**src/rtl/rst_cause_pkg.sv**
```systemverilog
package rst_cause_pkg;
  localparam int unsigned NUM_CAUSE = 4;
  localparam int unsigned CTRL_W    = 3;

  // cause bit positions
  localparam int unsigned C_ILL_INSN = 0;
  localparam int unsigned C_WDOG     = 1;
  localparam int unsigned C_ILL_MEM  = 2;
  localparam int unsigned C_LOWV     = 3;

  // detector control bit positions
  localparam int unsigned D_EN   = 0;
  localparam int unsigned D_MASK = 1;
  localparam int unsigned D_FLAG = 2;

  typedef struct packed {
    logic                 hard_clr;   // pin or power-on
    logic                 por_clr;
    logic                 clkmon_set;
    logic [NUM_CAUSE-1:0] cause_set;
    logic                 det_dflt;   // any source other than lone low-voltage
    logic                 any;
  } rst_evt_t;
endpackage

```
**src/rtl/rst_event_dec.sv**
```systemverilog
module rst_event_dec
  import rst_cause_pkg::*;
(
  input  logic     pin_i,
  input  logic     por_i,
  input  logic     ill_insn_i,
  input  logic     wdog_i,
  input  logic     clkmon_i,
  input  logic     ill_mem_i,
  input  logic     lowv_i,
  output rst_evt_t evt_o
);
  logic [NUM_CAUSE-1:0] raw;
  logic                 hard;

  always_comb begin
    raw             = '0;
    raw[C_ILL_INSN] = ill_insn_i;
    raw[C_WDOG]     = wdog_i;
    raw[C_ILL_MEM]  = ill_mem_i;
    raw[C_LOWV]     = lowv_i;
  end

  assign hard = pin_i | por_i;

  genvar gi;
  generate
    for (gi = 0; gi < NUM_CAUSE; gi++) begin : g_set
      assign evt_o.cause_set[gi] = raw[gi] & ~hard;
    end
  endgenerate

  assign evt_o.hard_clr   = hard;
  assign evt_o.por_clr    = por_i;
  assign evt_o.clkmon_set = clkmon_i & ~hard;
  assign evt_o.det_dflt   = hard | ill_insn_i | wdog_i | ill_mem_i | clkmon_i;
  assign evt_o.any        = hard | (|raw) | clkmon_i;
endmodule

```
**src/rtl/rst_cause_flags.sv**
```systemverilog
module rst_cause_flags
  import rst_cause_pkg::*;
(
  input  logic                 clk_i,
  input  logic                 rst_ni,
  input  rst_evt_t             evt_i,
  input  logic                 rd_i,
  output logic [NUM_CAUSE-1:0] cause_o,
  output logic                 por_flag_o,
  output logic                 clkmon_flag_o
);
  logic [NUM_CAUSE-1:0] cause_q;
  logic                 por_q;
  logic                 clkmon_q;

  genvar gi;
  generate
    for (gi = 0; gi < NUM_CAUSE; gi++) begin : g_cause
      // set beats read-clear so no cause is lost
      always_ff @(posedge clk_i or negedge rst_ni) begin
        if (!rst_ni)                  cause_q[gi] <= 1'b0;
        else if (evt_i.hard_clr)      cause_q[gi] <= 1'b0;
        else if (evt_i.cause_set[gi]) cause_q[gi] <= 1'b1;
        else if (rd_i)                cause_q[gi] <= 1'b0;
      end
    end
  endgenerate

  always_ff @(posedge clk_i or negedge rst_ni) begin
    if (!rst_ni)           por_q <= 1'b1;
    else if (evt_i.por_clr) por_q <= 1'b0;
  end

  always_ff @(posedge clk_i or negedge rst_ni) begin
    if (!rst_ni)              clkmon_q <= 1'b0;
    else if (evt_i.hard_clr)  clkmon_q <= 1'b0;
    else if (evt_i.clkmon_set) clkmon_q <= 1'b1;
  end

  assign cause_o       = cause_q;
  assign por_flag_o    = por_q;
  assign clkmon_flag_o = clkmon_q;


  hard_clr_chk: assert property (@(posedge clk_i) disable iff (!rst_ni)
    evt_i.hard_clr |=> (cause_q == '0) && !clkmon_q);

  rd_clr_chk: assert property (@(posedge clk_i) disable iff (!rst_ni)
    (rd_i && !evt_i.any) |=> (cause_q == '0));

  rd_set_keep_chk: assert property (@(posedge clk_i) disable iff (!rst_ni)
    (rd_i && !evt_i.hard_clr && (evt_i.cause_set != '0)) |=> (cause_q == $past(evt_i.cause_set)));

  por_hold_chk: assert property (@(posedge clk_i) disable iff (!rst_ni)
    !evt_i.por_clr |=> $stable(por_q));

  clkmon_set_chk: assert property (@(posedge clk_i) disable iff (!rst_ni)
    evt_i.clkmon_set |=> clkmon_q);
endmodule

```
**src/rtl/rst_lvd_regs.sv**
```systemverilog
module rst_lvd_regs
  import rst_cause_pkg::*;
#(
  parameter int unsigned      LVL_W    = 8,
  parameter logic [LVL_W-1:0] LVL_OPT0 = 8'h00,
  parameter logic [LVL_W-1:0] LVL_OPT1 = 8'h01,
  parameter logic [LVL_W-1:0] LVL_OPT2 = 8'h00,
  parameter logic [LVL_W-1:0] LVL_OPT3 = 8'h81
) (
  input  logic              clk_i,
  input  logic              rst_ni,
  input  rst_evt_t          evt_i,
  input  logic [1:0]        opt_i,
  input  logic              ctrl_wr_i,
  input  logic [CTRL_W-1:0] ctrl_wdata_i,
  input  logic              lvl_wr_i,
  input  logic [LVL_W-1:0]  lvl_wdata_i,
  output logic [CTRL_W-1:0] ctrl_o,
  output logic [LVL_W-1:0]  lvl_o
);
  logic [CTRL_W-1:0] ctrl_q;
  logic [LVL_W-1:0]  lvl_q;
  logic [LVL_W-1:0]  lvl_dflt;
  logic              sw_ok;

  always_comb begin
    unique case (opt_i)
      2'b01:   lvl_dflt = LVL_OPT1;
      2'b10:   lvl_dflt = LVL_OPT2;
      2'b11:   lvl_dflt = LVL_OPT3;
      default: lvl_dflt = LVL_OPT0;
    endcase
  end

  assign sw_ok = ~evt_i.any;

  genvar gi;
  generate
    for (gi = 0; gi < CTRL_W; gi++) begin : g_ctrl
      if (gi == D_EN) begin : g_en
        always_ff @(posedge clk_i or negedge rst_ni) begin
          if (!rst_ni)                ctrl_q[gi] <= 1'b0;
          else if (evt_i.det_dflt)    ctrl_q[gi] <= 1'b0;
          else if (sw_ok && ctrl_wr_i) ctrl_q[gi] <= ctrl_wdata_i[gi];
        end
      end else begin : g_keep
        always_ff @(posedge clk_i or negedge rst_ni) begin
          if (!rst_ni)                ctrl_q[gi] <= 1'b0;
          else if (sw_ok && ctrl_wr_i) ctrl_q[gi] <= ctrl_wdata_i[gi];
        end
      end
    end
  endgenerate

  always_ff @(posedge clk_i or negedge rst_ni) begin
    if (!rst_ni)                lvl_q <= '0;
    else if (evt_i.det_dflt)    lvl_q <= lvl_dflt;
    else if (sw_ok && lvl_wr_i) lvl_q <= lvl_wdata_i;
  end

  assign ctrl_o = ctrl_q;
  assign lvl_o  = lvl_q;


  en_clr_chk: assert property (@(posedge clk_i) disable iff (!rst_ni)
    evt_i.det_dflt |=> !ctrl_q[D_EN]);

  mask_flag_hold_chk: assert property (@(posedge clk_i) disable iff (!rst_ni)
    evt_i.any |=> $stable(ctrl_q[D_MASK]) && $stable(ctrl_q[D_FLAG]));

  lvl_lowv_hold_chk: assert property (@(posedge clk_i) disable iff (!rst_ni)
    (evt_i.any && !evt_i.det_dflt) |=> $stable(lvl_q) && $stable(ctrl_q));

  lvl_wr_chk: assert property (@(posedge clk_i) disable iff (!rst_ni)
    (sw_ok && lvl_wr_i) |=> (lvl_q == $past(lvl_wdata_i)));
endmodule

```
**src/rtl/rst_cause_reg.sv**
```systemverilog
module rst_cause_reg
  import rst_cause_pkg::*;
#(
  parameter int unsigned LVL_W = 8
) (
  input  logic                 clk_i,
  input  logic                 rst_ni,
  input  logic                 pin_rst_i,
  input  logic                 por_rst_i,
  input  logic                 ill_insn_rst_i,
  input  logic                 wdog_rst_i,
  input  logic                 clkmon_rst_i,
  input  logic                 ill_mem_rst_i,
  input  logic                 lowv_rst_i,
  input  logic [1:0]           lvl_opt_i,
  input  logic                 stat_rd_i,
  input  logic                 det_wr_i,
  input  logic [CTRL_W-1:0]    det_wdata_i,
  input  logic                 lvl_wr_i,
  input  logic [LVL_W-1:0]     lvl_wdata_i,
  output logic [NUM_CAUSE-1:0] cause_o,
  output logic                 por_flag_o,
  output logic                 clkmon_flag_o,
  output logic [CTRL_W-1:0]    det_ctrl_o,
  output logic [LVL_W-1:0]     det_lvl_o
);
  rst_evt_t evt;

  rst_event_dec u_dec (
    .pin_i      (pin_rst_i),
    .por_i      (por_rst_i),
    .ill_insn_i (ill_insn_rst_i),
    .wdog_i     (wdog_rst_i),
    .clkmon_i   (clkmon_rst_i),
    .ill_mem_i  (ill_mem_rst_i),
    .lowv_i     (lowv_rst_i),
    .evt_o      (evt)
  );

  rst_cause_flags u_flags (
    .clk_i         (clk_i),
    .rst_ni        (rst_ni),
    .evt_i         (evt),
    .rd_i          (stat_rd_i),
    .cause_o       (cause_o),
    .por_flag_o    (por_flag_o),
    .clkmon_flag_o (clkmon_flag_o)
  );

  rst_lvd_regs #(
    .LVL_W    (LVL_W),
    .LVL_OPT0 (LVL_W'(8'h00)),
    .LVL_OPT1 (LVL_W'(8'h01)),
    .LVL_OPT2 (LVL_W'(8'h00)),
    .LVL_OPT3 (LVL_W'(8'h81))
  ) u_lvd (
    .clk_i        (clk_i),
    .rst_ni       (rst_ni),
    .evt_i        (evt),
    .opt_i        (lvl_opt_i),
    .ctrl_wr_i    (det_wr_i),
    .ctrl_wdata_i (det_wdata_i),
    .lvl_wr_i     (lvl_wr_i),
    .lvl_wdata_i  (lvl_wdata_i),
    .ctrl_o       (det_ctrl_o),
    .lvl_o        (det_lvl_o)
  );


  wdog_set_chk: assert property (@(posedge clk_i) disable iff (!rst_ni)
    (wdog_rst_i && !pin_rst_i && !por_rst_i) |=> cause_o[C_WDOG]);

  por_prio_chk: assert property (@(posedge clk_i) disable iff (!rst_ni)
    por_rst_i |=> (cause_o == '0) && !clkmon_flag_o && !por_flag_o);
endmodule

```
**config.mk**
```make
export PLATFORM = sky130hd
export DESIGN_NAME = rst_cause_reg
export DESIGN_NICKNAME = d
export VERILOG_FILES = /design/src/rtl/rst_cause_pkg.sv /design/src/rtl/rst_event_dec.sv /design/src/rtl/rst_cause_flags.sv /design/src/rtl/rst_lvd_regs.sv /design/src/rtl/rst_cause_reg.sv
export SDC_FILE = /design/constraint.sdc
export NUM_CORES = 1
export LEC_CHECK = 0
export ABC_CLOCK_PERIOD_IN_PS = 800
export BUFFER_PORTS_ARGS = -buffer_cell sky130_fd_sc_hd__buf_4
export CAP_MARGIN = 15
export CORE_MARGIN = 2
export CORE_UTILIZATION = 37
export CTS_CLUSTER_SIZE = 16
export DETAILED_ROUTE_END_ITERATION = 16
export PLACE_DENSITY = 0.73
export SLEW_MARGIN = 5
export SYNTH_ARGS = -nofsm -noshare
export SYNTH_HDL_FRONTEND = slang
export SYNTH_SLANG_ARGS = --single-unit
```
**constraint.sdc**
```tcl
create_clock -name clk_i -period 0.8 [get_ports clk_i]
set_input_delay 0.08 -clock clk_i [delete_from_list [all_inputs] [get_ports clk_i]]
set_output_delay 0.08 -clock clk_i [all_outputs]
set_load 0.005 [all_outputs]
```
==> results.cfg <==
[clock_tree]
clkLatencyLatePin_ns = 0.28
htreeDepth = 1
tritoncts = yes
clock-sinks = 17
postCtsHoldBufs = 1
clkTransAtPathRegs_ns = 0.10
clockBufferDepth = 2
cts-root-buf = clkbuf_4
cts_buffers = 3

[synthesis]
synth-simple-area-share = 0.153
synth.top_cell.area_share = 0.568
synth-xor-area-share = 0
synth_top_family_by_area = multiplexers
ys_warn_count = 0
synth_compound_area_frac = 0.0551
async_reset_ff_frac = 1.00
yosys.cell_count.top_type = dfrtp_1
syn-num-nets = 82
synth-seq-cells = 17
synth_fa_ha_area_frac = 0
synth_common_cells = dfrtp_1 (16), mux2i_1 (10), nor2_1 (8)
syn_avg_cell_area_sq_um = 12.4
synth_area_leaders = dfrtp_1 (57%), mux2i_1 (14%), nor2_1 (4.3%)
synth_enable_flop_cells = 0
ys_seq_area_frac = 0.606
synthMuxAreaShare = 0.174
synth_area_leader_cell = dfrtp_1
synth_cells = 57
synthesis.area_sq_um = 704
ys.flop_type = dfrtp_1
netlist-cell-type-count = 17

[critical_path]
crit_required_ns = 0.72
crit_family = flip-flops
cp.arrival_ns = 0.92
path_cells = buf_6
path_class = flip-flop to primary output
cpMaxStageDelayCell = dfstp_2
cp_max_fo = 2
cp-start-kind = flip-flop
worst-path-buf-inv = 1
critPathCaptureType = primary output
crit_path_max_incr_delay_ns = 0.55

[die]
dieArea_sq_mm = 0.00227
fp-row-count = 15
pin_count = 42
dieWidth_um = 47.6
fp.coreArea_sq_mm = 0.00176
initial_core_util = 0.399
chipHeight_um = 47.6

[place]
port_buffers = 41
hpwl_um = 1340
gp_congestion = 0.682
placed_cells = 131
place_ws_ns = -0.337

[detailed_routing]
wire_per_inst_um = 13.1
vias = 647
drtIter0Drc = 2
first_pass_iters = 4
via_per_inst = 4.52
drt-total-wl_um = 1870
postRouteAntennaNets = 0
drc = 0

[final_layout]
area_delta_synth_final_pct = 84.7
diodes = 0
finalNonFillerCells = 143
fillerInstances = 144
nNetsFinal = 144
drive_above_1_share = 0.559
final_util = 0.738

[global_routing]
grt-ovfl-total = 0
antenna_found_initial = 0
grt_max_degree = 18
grt_pass1_vias = 669
grt_use_total = 0.176
grt_pass1_wl_um = 2800

[sta]
final.period_utilization = 1.26
worst_pin_slew_ns = 0.218
fin_crit_ns = 1.00
rsz0062_at_grt = true
setup_viol = 24
finalHoldViolations = 0
setup_ws_ns = -0.205
slew_violations = 0
timing.slew.headroom = 0.854
fmax_mhz = 995
finalClockSkew_ns = 0
final.setup.tns_ns = -1.72

[power]
leakagePower_nw = 0.645
p_per_area_mw_per_mm2 = 1280
ir_worst_vdd_mv = 0.882

[status]
status = complete, but fails checks
violations = negative setup slack

[flow_run]
maxCapViolations = 0

[hold_path]
min_path_type = primary input to flip-flop
-- cells by family (layout without fill, tap and decap cells) --
logic type             Yosys count  in the layout
and+or+nand+nor                 19             19
muxes                           12             12
AOI/OAI and AO/OA                7              7
DFF                             17             17
buffers and inverters            2             63
-- per-stage QoR --
step	total power (W)	hold slack (ns)	instance area, sq um
floorplan	0.000980	-0.216	712
global placement	0.00117	-0.0473	1110
detailed placement	0.00118	-0.0479	1110
CTS	0.00167	0.00470	1280
global route	0.00176	-0.000376	1300
finish	0.00166	0.0125	1300
-- final cells by class --
class	instances	area, sq um	area share
repair buffers	58	528	0.406
flip-flops and latches	17	427	0.328
multi-input cells	38	285	0.219
well taps	25	31.3	0.0240
clock buffers	4	26.3	0.0202
inverters	1	3.75	0.00288
-- repair_timing --
| action | 4_1_cts | 5_1_grt |
|---|---|---|
| hold endpoints to repair | 17 | 1 |
| gates resized for setup | 23 | 4 |
| setup buffers | 6 | 1 |
| pin swaps | 2 | 6 |
| setup endpoints to repair | 19 | 25 |
-- routing by layer --
metal / wire (um) / global-route usage / up-vias / part of all wire
met2: 968 / 0.314 / 31 / 0.52
met1: 747 / 0.214 / 294 / 0.40
met4: 0 / 0.0486 / 0 / 0
li1: - / - / 322 / -
met5: 0 / 0 / - / 0
met3: 154 / 0.0377 / 0 / 0.082
-- state kept, by name (all words and copies together) (netlist names) --
register               count
u_flags.clkmon_flag_o      1
u_flags.cause_o            4
u_lvd.ctrl_o               3
u_lvd.lvl_o                8
u_flags.por_flag_o         1
-- cell usage in the layout (no fill, tap or decap), drive strengths merged, types with 2 or more instances in the layout --
master / n
a21oi: 5
nand2: 2
mux2: 2
nor3: 4
buf: 57
nor2: 8
mux2i: 10
clkbuf: 4
dfrtp: 16
-- path summary, 6_finish.rpt --
path                                                      from                             end  slack, ns  depth (start not counted)
worst max register to register      u_lvd.lvl_o[7]$_DFFE_PN0P_      u_lvd.lvl_o[7]$_DFFE_PN0P_      -0.07                          3
min in group asynchronous                               rst_ni      u_lvd.lvl_o[0]$_DFFE_PN0P_       0.21                          2
worst max-delay path            u_flags.por_flag_o$_DFFE_PN1P_                      por_flag_o      -0.20                          1
worst min register to register  u_flags.por_flag_o$_DFFE_PN1P_  u_flags.por_flag_o$_DFFE_PN1P_       0.50                          1
worst min-delay path                            det_wdata_i[2]     u_lvd.ctrl_o[2]$_DFFE_PN0P_       0.01                          2
max in group asynchronous                               rst_ni  u_flags.por_flag_o$_DFFE_PN1P_       0.34                          2
-- power breakdown --
group / total (W) / internal (W) / switching [W]
Clock: 0.000444 / 0.000193 / 0.000251
Sequential: 0.000904 / 0.000884 / 0.0000201
Combinational: 0.000316 / 0.000205 / 0.000111
No activity file was read; power rests on OpenSTA's default activity.
